## src/rtl/ctx_pkg.sv

```systemverilog
package ctx_pkg;
  typedef enum logic [2:0] {
    S_IDLE, S_RD_WP, S_RD_PC, S_WR13, S_WR14, S_WR15, S_FETCH
  } ctx_state_e;

  typedef enum logic [1:0] {K_BOOT, K_NMI, K_MASK} trap_kind_e;

  localparam logic [2:0] BS_RUN    = 3'b000;
  localparam logic [2:0] BS_FETCH  = 3'b001;
  localparam logic [2:0] BS_SWITCH = 3'b010;
  localparam logic [2:0] BS_RESET  = 3'b111;
endpackage

```

## src/rtl/ctx_ctrl.sv

```systemverilog
module ctx_ctrl
  import ctx_pkg::*;
(
  input  logic       clk_i,
  input  logic       rst_ni,
  input  logic       req_i,
  input  logic       instr_done_i,
  input  logic       nmi_i,
  input  logic       mem_rdy_i,
  output ctx_state_e state_o,
  output logic       start_o,
  output trap_kind_e start_kind_o,
  output logic       cap_wp_o,
  output logic       cap_pc_o,
  output logic       fin_o,
  output logic       chain_o,
  output logic       hold_o,
  output logic [2:0] bus_status_o
);
  ctx_state_e state_q, state_d;
  trap_kind_e kind_q;
  logic       boot_q;

  always_comb begin
    start_o      = 1'b0;
    start_kind_o = K_MASK;
    if (state_q == S_IDLE) begin
      if (boot_q) begin
        start_o      = 1'b1;
        start_kind_o = K_BOOT;
      end else if (instr_done_i && nmi_i) begin
        start_o      = 1'b1;
        start_kind_o = K_NMI;
      end else if (instr_done_i && req_i) begin
        start_o      = 1'b1;
        start_kind_o = K_MASK;
      end
    end
  end

  assign cap_wp_o = (state_q == S_RD_WP) && mem_rdy_i;
  assign cap_pc_o = (state_q == S_RD_PC) && mem_rdy_i;
  assign fin_o    = (state_q == S_WR15)  && mem_rdy_i;
  assign chain_o  = (state_q == S_FETCH) && mem_rdy_i;

  always_comb begin
    state_d = state_q;
    unique case (state_q)
      S_IDLE:  if (start_o)   state_d = S_RD_WP;
      S_RD_WP: if (mem_rdy_i) state_d = S_RD_PC;
      S_RD_PC: if (mem_rdy_i) state_d = S_WR13;
      S_WR13:  if (mem_rdy_i) state_d = S_WR14;
      S_WR14:  if (mem_rdy_i) state_d = S_WR15;
      S_WR15:  if (mem_rdy_i) state_d = (kind_q == K_BOOT && nmi_i) ? S_FETCH : S_IDLE;
      S_FETCH: if (mem_rdy_i) state_d = S_RD_WP;
      default: state_d = S_IDLE;
    endcase
  end

  always_ff @(posedge clk_i or negedge rst_ni) begin
    if (!rst_ni) begin
      state_q <= S_IDLE;
      kind_q  <= K_BOOT;
      boot_q  <= 1'b1;
    end else begin
      state_q <= state_d;
      if (start_o) begin
        kind_q <= start_kind_o;
        boot_q <= 1'b0;
      end else if (chain_o) begin
        kind_q <= K_NMI;
      end
    end
  end

  assign state_o = state_q;
  assign hold_o  = boot_q || (state_q != S_IDLE);

  always_comb begin
    if (state_q == S_IDLE)       bus_status_o = boot_q ? BS_RESET : BS_RUN;
    else if (state_q == S_FETCH) bus_status_o = BS_FETCH;
    else                         bus_status_o = BS_SWITCH;
  end

  // the R15 store is only ever reached from the R14 store
  a_r3_store_order: assert property (@(posedge clk_i) disable iff (!rst_ni)
    (state_q == S_WR15 && $past(state_q) != S_WR15) |-> $past(state_q) == S_WR14);

  // the discarded fetch belongs to the level-0 trap only
  a_r8_fetch_after_boot: assert property (@(posedge clk_i) disable iff (!rst_ni)
    (state_q == S_FETCH) |-> (kind_q == K_BOOT));
endmodule

```

## src/rtl/ctx_bus_mux.sv

```systemverilog
module ctx_bus_mux
  import ctx_pkg::*;
#(
  parameter int DW = 16
) (
  input  logic          clk_i,
  input  logic          rst_ni,
  input  ctx_state_e    state_i,
  input  logic          mem_rdy_i,
  input  logic [DW-1:0] vec_base_i,
  input  logic [DW-1:0] new_wp_i,
  input  logic [DW-1:0] new_pc_i,
  input  logic [DW-1:0] old_wp_i,
  input  logic [DW-1:0] old_pc_i,
  input  logic [DW-1:0] old_st_i,
  output logic [DW-1:0] mem_addr_o,
  output logic [DW-1:0] mem_wdata_o,
  output logic          mem_rd_o,
  output logic          mem_wr_o
);
  localparam int            WORD_B = 2;
  localparam logic [DW-1:0] R13_OFF = DW'(13 * WORD_B);
  localparam logic [DW-1:0] R14_OFF = DW'(14 * WORD_B);
  localparam logic [DW-1:0] R15_OFF = DW'(15 * WORD_B);
  localparam logic [DW-1:0] PC_OFF  = DW'(WORD_B);

  always_comb begin
    mem_addr_o  = '0;
    mem_wdata_o = '0;
    mem_rd_o    = 1'b0;
    mem_wr_o    = 1'b0;
    unique case (state_i)
      S_RD_WP: begin mem_rd_o = 1'b1; mem_addr_o = vec_base_i; end
      S_RD_PC: begin mem_rd_o = 1'b1; mem_addr_o = vec_base_i + PC_OFF; end
      S_WR13:  begin mem_wr_o = 1'b1; mem_addr_o = new_wp_i + R13_OFF; mem_wdata_o = old_wp_i; end
      S_WR14:  begin mem_wr_o = 1'b1; mem_addr_o = new_wp_i + R14_OFF; mem_wdata_o = old_pc_i; end
      S_WR15:  begin mem_wr_o = 1'b1; mem_addr_o = new_wp_i + R15_OFF; mem_wdata_o = old_st_i; end
      S_FETCH: begin mem_rd_o = 1'b1; mem_addr_o = new_pc_i; end
      default: ;
    endcase
  end

  a_r3_strobe_excl: assert property (@(posedge clk_i) disable iff (!rst_ni)
    !(mem_rd_o && mem_wr_o));

  a_r4_hold_access: assert property (@(posedge clk_i) disable iff (!rst_ni)
    ((mem_rd_o || mem_wr_o) && !mem_rdy_i) |=>
      ($stable(mem_addr_o) && $stable(mem_wdata_o) && $stable(mem_wr_o) && $stable(mem_rd_o)));
endmodule

```

## src/rtl/ctx_regs.sv

```systemverilog
module ctx_regs
  import ctx_pkg::*;
#(
  parameter int            DW      = 16,
  parameter int            LW      = 4,
  parameter int            MW      = 4,
  parameter logic [DW-1:0] NMI_VEC = 16'hFFFC
) (
  input  logic          clk_i,
  input  logic          rst_ni,
  input  logic          start_i,
  input  trap_kind_e    start_kind_i,
  input  logic [LW-1:0] req_level_i,
  input  logic [MW-1:0] req_mask_i,
  input  logic [DW-1:0] cur_wp_i,
  input  logic [DW-1:0] cur_pc_i,
  input  logic [DW-1:0] cur_st_i,
  input  logic [DW-1:0] mem_rdata_i,
  input  logic          cap_wp_i,
  input  logic          cap_pc_i,
  input  logic          fin_i,
  input  logic          chain_i,
  output logic [DW-1:0] vec_base_o,
  output logic [DW-1:0] new_wp_o,
  output logic [DW-1:0] new_pc_o,
  output logic [DW-1:0] old_wp_o,
  output logic [DW-1:0] old_pc_o,
  output logic [DW-1:0] old_st_o,
  output logic          done_o,
  output logic [DW-1:0] out_wp_o,
  output logic [DW-1:0] out_pc_o,
  output logic [DW-1:0] out_st_o
);
  localparam int VEC_SH = 2;

  logic [DW-1:0] vec_q, nwp_q, npc_q, owp_q, opc_q, ost_q;
  logic [MW-1:0] mask_q;
  logic [DW-1:0] st_nxt;
  logic          done_q;
  logic [DW-1:0] owp_r, opc_r, ost_r;

  assign st_nxt = {ost_q[DW-1:MW], mask_q};

  always_ff @(posedge clk_i or negedge rst_ni) begin
    if (!rst_ni) begin
      vec_q  <= '0;
      nwp_q  <= '0;
      npc_q  <= '0;
      owp_q  <= '0;
      opc_q  <= '0;
      ost_q  <= '0;
      mask_q <= '0;
      done_q <= 1'b0;
      owp_r  <= '0;
      opc_r  <= '0;
      ost_r  <= '0;
    end else begin
      done_q <= fin_i;
      if (start_i) begin
        owp_q <= cur_wp_i;
        opc_q <= cur_pc_i;
        ost_q <= cur_st_i;
        unique case (start_kind_i)
          K_BOOT:  begin vec_q <= '0;      mask_q <= '0; end
          K_NMI:   begin vec_q <= NMI_VEC; mask_q <= '0; end
          default: begin vec_q <= DW'(req_level_i) << VEC_SH; mask_q <= req_mask_i; end
        endcase
      end else if (chain_i) begin
        // level-0 context becomes the one saved by the NMI trap
        owp_q  <= nwp_q;
        opc_q  <= npc_q;
        ost_q  <= st_nxt;
        vec_q  <= NMI_VEC;
        mask_q <= '0;
      end
      if (cap_wp_i) nwp_q <= mem_rdata_i;
      if (cap_pc_i) npc_q <= mem_rdata_i;
      if (fin_i) begin
        owp_r <= nwp_q;
        opc_r <= npc_q;
        ost_r <= st_nxt;
      end
    end
  end

  assign vec_base_o = vec_q;
  assign new_wp_o   = nwp_q;
  assign new_pc_o   = npc_q;
  assign old_wp_o   = owp_q;
  assign old_pc_o   = opc_q;
  assign old_st_o   = ost_q;
  assign done_o     = done_q;
  assign out_wp_o   = owp_r;
  assign out_pc_o   = opc_r;
  assign out_st_o   = ost_r;

  a_r7_done_pulse: assert property (@(posedge clk_i) disable iff (!rst_ni)
    done_q |=> !done_q);
endmodule

```

## src/rtl/ctx_switch_seq.sv

```systemverilog
module ctx_switch_seq
  import ctx_pkg::*;
#(
  parameter int            DW      = 16,
  parameter int            LW      = 4,
  parameter int            MW      = 4,
  parameter logic [DW-1:0] NMI_VEC = 16'hFFFC
) (
  input  logic          clk_i,
  input  logic          rst_ni,
  input  logic          req_i,
  input  logic [LW-1:0] req_level_i,
  input  logic [MW-1:0] req_mask_i,
  input  logic          instr_done_i,
  input  logic          nmi_i,
  input  logic [DW-1:0] cur_wp_i,
  input  logic [DW-1:0] cur_pc_i,
  input  logic [DW-1:0] cur_st_i,
  output logic [DW-1:0] mem_addr_o,
  output logic [DW-1:0] mem_wdata_o,
  input  logic [DW-1:0] mem_rdata_i,
  output logic          mem_rd_o,
  output logic          mem_wr_o,
  input  logic          mem_rdy_i,
  output logic [2:0]    bus_status_o,
  output logic          hold_o,
  output logic          done_o,
  output logic [DW-1:0] new_wp_o,
  output logic [DW-1:0] new_pc_o,
  output logic [DW-1:0] new_st_o
);
  ctx_state_e    state;
  trap_kind_e    start_kind;
  logic          start, cap_wp, cap_pc, fin, chain;
  logic [DW-1:0] vec_base, nwp, npc, owp, opc, ost;

  ctx_ctrl u_ctrl (
    .clk_i        (clk_i),
    .rst_ni       (rst_ni),
    .req_i        (req_i),
    .instr_done_i (instr_done_i),
    .nmi_i        (nmi_i),
    .mem_rdy_i    (mem_rdy_i),
    .state_o      (state),
    .start_o      (start),
    .start_kind_o (start_kind),
    .cap_wp_o     (cap_wp),
    .cap_pc_o     (cap_pc),
    .fin_o        (fin),
    .chain_o      (chain),
    .hold_o       (hold_o),
    .bus_status_o (bus_status_o)
  );

  ctx_regs #(.DW(DW), .LW(LW), .MW(MW), .NMI_VEC(NMI_VEC)) u_regs (
    .clk_i        (clk_i),
    .rst_ni       (rst_ni),
    .start_i      (start),
    .start_kind_i (start_kind),
    .req_level_i  (req_level_i),
    .req_mask_i   (req_mask_i),
    .cur_wp_i     (cur_wp_i),
    .cur_pc_i     (cur_pc_i),
    .cur_st_i     (cur_st_i),
    .mem_rdata_i  (mem_rdata_i),
    .cap_wp_i     (cap_wp),
    .cap_pc_i     (cap_pc),
    .fin_i        (fin),
    .chain_i      (chain),
    .vec_base_o   (vec_base),
    .new_wp_o     (nwp),
    .new_pc_o     (npc),
    .old_wp_o     (owp),
    .old_pc_o     (opc),
    .old_st_o     (ost),
    .done_o       (done_o),
    .out_wp_o     (new_wp_o),
    .out_pc_o     (new_pc_o),
    .out_st_o     (new_st_o)
  );

  ctx_bus_mux #(.DW(DW)) u_mux (
    .clk_i       (clk_i),
    .rst_ni      (rst_ni),
    .state_i     (state),
    .mem_rdy_i   (mem_rdy_i),
    .vec_base_i  (vec_base),
    .new_wp_i    (nwp),
    .new_pc_i    (npc),
    .old_wp_i    (owp),
    .old_pc_i    (opc),
    .old_st_i    (ost),
    .mem_addr_o  (mem_addr_o),
    .mem_wdata_o (mem_wdata_o),
    .mem_rd_o    (mem_rd_o),
    .mem_wr_o    (mem_wr_o)
  );

  // quiet bus while the boot trap is still pending
  a_r1_reset_quiet: assert property (@(posedge clk_i) disable iff (!rst_ni)
    (bus_status_o == BS_RESET) |-> !(mem_rd_o || mem_wr_o || done_o));
endmodule

```

## config.mk

```make
export PLATFORM = sky130hd
export DESIGN_NAME = ctx_switch_seq
export DESIGN_NICKNAME = d
export VERILOG_FILES = /design/src/rtl/ctx_pkg.sv /design/src/rtl/ctx_ctrl.sv /design/src/rtl/ctx_bus_mux.sv /design/src/rtl/ctx_regs.sv /design/src/rtl/ctx_switch_seq.sv
export SDC_FILE = /design/constraint.sdc
export NUM_CORES = 1
export LEC_CHECK = 0
export ABC_AREA = 1
export BUFFER_PORTS_ARGS = -buffer_cell sky130_fd_sc_hd__buf_2
export CAP_MARGIN = 20
export CORE_ASPECT_RATIO = 1.25
export CORE_UTILIZATION = 55
export CTS_BUF_LIST = sky130_fd_sc_hd__clkbuf_16
export DETAILED_ROUTE_END_ITERATION = 10
export PLACE_DENSITY = 0.82
export SKIP_LAST_GASP = 1
export SYNTH_ARGS = -nofsm -noshare
export SYNTH_HDL_FRONTEND = slang
export SYNTH_HIERARCHICAL = 1
export SYNTH_SLANG_ARGS = --single-unit
```

## constraint.sdc

```tcl
create_clock -name clk_i -period 2.8 [get_ports clk_i]
set_input_delay 0.28 -clock clk_i [delete_from_list [all_inputs] [get_ports clk_i]]
set_output_delay 0.28 -clock clk_i [all_outputs]
set_load 0.005 [all_outputs]
```

==> results.yml <==
grt:
  antenna_found_initial: 0
  grt_pass1_vias: 6952
  grt_pass1_wl_mm: 33.9
  grt_max_degree: 98
  track_usage: 0.303
  grt-ovfl-total: 0
logic_synthesis:
  synth_seq_area_share: 0.466
  syn-cell-area_sq_um: 7740
  yosys_warnings: 6
  synth-seq-cells: 144
  syn_area_per_cell_sq_um: 7.47
  async_reset_ff_frac: 1.00
  synth_top_area_share: 0.462
  synth_enable_flop_cells: 0
  yosys.cell_types.count: 39
  synth_ff_type: "dfrtp_1"
  synth_top_cell_by_area: "dfrtp_1"
  synth_area_leaders: "dfrtp_1, nand2_1, nand3_1, inv_1, o21ai_0"
  synth_cells: 1036
die:
  dieArea_sq_um: 14600
  fp.dieH_um: 135
  row_count: 48
  fp.dieW_um: 108
  start_util: 0.563
  core_area_sq_um: 13800
  ioPinCount: 165
final_layout:
  area_growth_pct: 19.3
  diodes: 0
  nets: 1266
  final_cells: 1371
  layout-drive-gt1-share: 0.217
power_and_ir_drop:
  pwr_density_cell_nw_per_um2: 1140
  ir_drop_uv: 713
  power.leakage_nw: 4.83
drt:
  vias: 7437
  ant_nets: 0
  wirelength_mm: 21.0
  drc_errors: 0
  dr.first_iter.drc_count: 688
  wl_per_cell_um: 15.4
  drt-pass1-iter-count: 8
  via_per_inst: 5.42
clocking:
  cts-root-buf: "clkbuf_16"
  cts_tree: "done"
  clkTransAtPathRegs_ps: 60
  clock_latency_ps: 430
  clockBufferDepth: 2
  cts_sinks: 144
  cts_max_level: 4
  cts_inserted_buffers: 17
timing:
  fmax_ghz: 0.374
  hold_viol: 0
  fin_crit_sh: 0.956
  finalMaxSlewViolations: 0
  setup_viol: 0
  fin_skew_ps: 12.7
  fin_setup_tns_ps: 0
  tightest_slew_ps: 514
  finalCriticalPeriod_ps: 2680
  slew_headroom: 0.657
setup_path:
  crit_buf_inv: 5
  critical-path-max-stage-delay_ps: 370
  crit_chain: "inv_2 -> nand2_2 -> inv_2 -> nand2_2 -> inv_2 -> fa_2 -> nor2_2 -> nand2_2 -> buf_4 -> nand3_1 -> nand3_1 -> nand4_1 -> buf_2"
  startpoint_type: "flip-flop"
  crit_fanout: 5
  critPathKind: "reg2out"
  cpLargestDelayFamily: "simple AND/OR/NAND/NOR gates"
  worstPathArrival_ps: 2400
  crit_required_ps: 2520
  crit_slowest_cell: "dfrtp_1"
  critPathCaptureType: "output port"
placed_design:
  hpwl_mm: 15.1
  place_congestion: 1.00
  io_buffer_count: 164
  placed_cells: 1336
run:
  drv_cap: 0
min_path:
  hp-class: "in2reg"
outcome:
  outcome: "complete, no violations"
[tightest hold or removal path: cells and delay by family]
family	cells	cell delay (ps)
and+or+nand+nor	2	90
buffers and inverters	1	70
[state kept, by name, summed over array words and instances, names as in the netlist]
signal	count
u_ctrl/boot_q	1
u_regs/mask_q	4
u_regs/old_wp_o	16
u_regs/vec_base_o	5
u_regs/new_pc_o	16
u_regs/old_pc_o	16
u_regs/out_wp_o	16
u_regs/out_st_o	16
u_regs/done_o	1
u_regs/out_pc_o	16
u_regs/new_wp_o	16
u_regs/old_st_o	16
u_ctrl/state_o	3
u_ctrl/kind_q	2
[cell usage after synthesis (2+ instances only)]
| cell type | instances |
|---|---|
| nand4_1 | 16 |
| buf_4 | 18 |
| buf_2 | 16 |
| o21ai_0 | 67 |
| nor2_4 | 4 |
| clkbuf_1 | 14 |
| nor2_2 | 2 |
| or2_2 | 2 |
| a21oi_1 | 44 |
| nand3_1 | 119 |
| o211ai_1 | 3 |
| xor2_1 | 2 |
| nand2_4 | 9 |
| nor2_1 | 65 |
| a22oi_1 | 11 |
| nand3_2 | 4 |
| ha_1 | 3 |
| nor2_8 | 2 |
| o21ai_1 | 3 |
| buf_6 | 4 |
| nand2_2 | 9 |
| nand2_1 | 349 |
| dfrtp_1 | 143 |
| inv_1 | 98 |
| inv_2 | 14 |
| o2111ai_1 | 2 |
[layer usage]
layer  wire length, um  vias up  global-route usage
met4               537        0               0.129
met1              9170     3483               0.412
met5                 0        -                   0
met3              1460       34              0.0507
met2              9890      326               0.479
li1                  -     3594                   -
[per-stage QoR]
step	setup WS [ps]	power, mW	hold WS (ps)	util	cell area, sq um
after CTS	28.1	10.5	45.6	0.669	9200
after global routing	-2.51	11.3	64.4	0.671	9240
final	123	10.6	62.6	0.671	9240
after global placement	449	8.05	272	0.626	8610
after detailed placement	431	8.20	269	0.626	8610
after floorplan	504	6.61	-15.6	-	7750
[layout make-up]
cell class	instances	area, sq um
Multi-Input combinational cell	726	3410
Fill cell	1198	4520
Tap cell	175	219
Inverter	114	429
Clock buffer	17	425
Sequential cell	144	3610
Clock inverter	14	154
Timing Repair Buffer	181	995
[where the power goes]
| group | total [mW] | internal [mW] | switching [mW] |
|---|---|---|---|
| clock network | 2.23 | 1.38 | 0.852 |
| logic | 4.29 | 1.64 | 2.65 |
| registers | 4.05 | 3.11 | 0.942 |
| total | 10.6 | 6.12 | 4.44 |
[layout by cell type (no fill, tap or decap), drive strengths merged]
master       count
o2111ai          2
bufinv           3
o21a             1
xor2             2
ha               3
nand2          367
o21ai           70
clkbuf          17
a21oi           44
clkinvlp         2
a21o             1
nand3b           1
a22oi           11
nand4           16
conb             2
fa               1
clkinv           7
nor2            73
or2              2
dlygate4sd3      1
a211oi           1
nor3             2
o211ai           3
nand3          123
dfstp            1
o21bai           1
buf            180
inv            116
dfrtp          143
[worst paths after layout]
kind | startpoint | endpoint | slack, ps | cells after the start
min reg2reg | u_regs/mask_q[3] | u_regs/old_st_o[3] | 480 | 2
max in group asynchronous | rst_ni | u_regs/new_wp_o[6] | 1710 | 3
min in group asynchronous | rst_ni | u_regs/vec_base_o[3] | 390 | 2
max | u_ctrl/state_o[1] | mem_addr_o[7] | 120 | 13
max reg2reg | u_ctrl/state_o[1] | u_regs/old_pc_o[8] | 690 | 10
min | cur_st_i[10] | u_regs/old_st_o[10] | 60 | 3
[timing repair]
action | in CTS | in global routing
pin swaps | 0 | 3
gates resized for setup | 1 | 4
buffers inserted | 0 | 3
hold buffers | 1 | 0
endpoints found under the hold margin | 52 | 0
setup endpoints to repair | 1 | 8
[logic make-up after synthesis]
family,synth area share
DFF,0.466
and+or+nand+nor,0.334
buffers and inverters,0.0968
AOI/OAI and AO/OA,0.0934
adders and majority gates,0.00743
other,0.000484
xor gates and xnor gates,0.00226
Note: power is estimated with default switching activity, not from simulation.
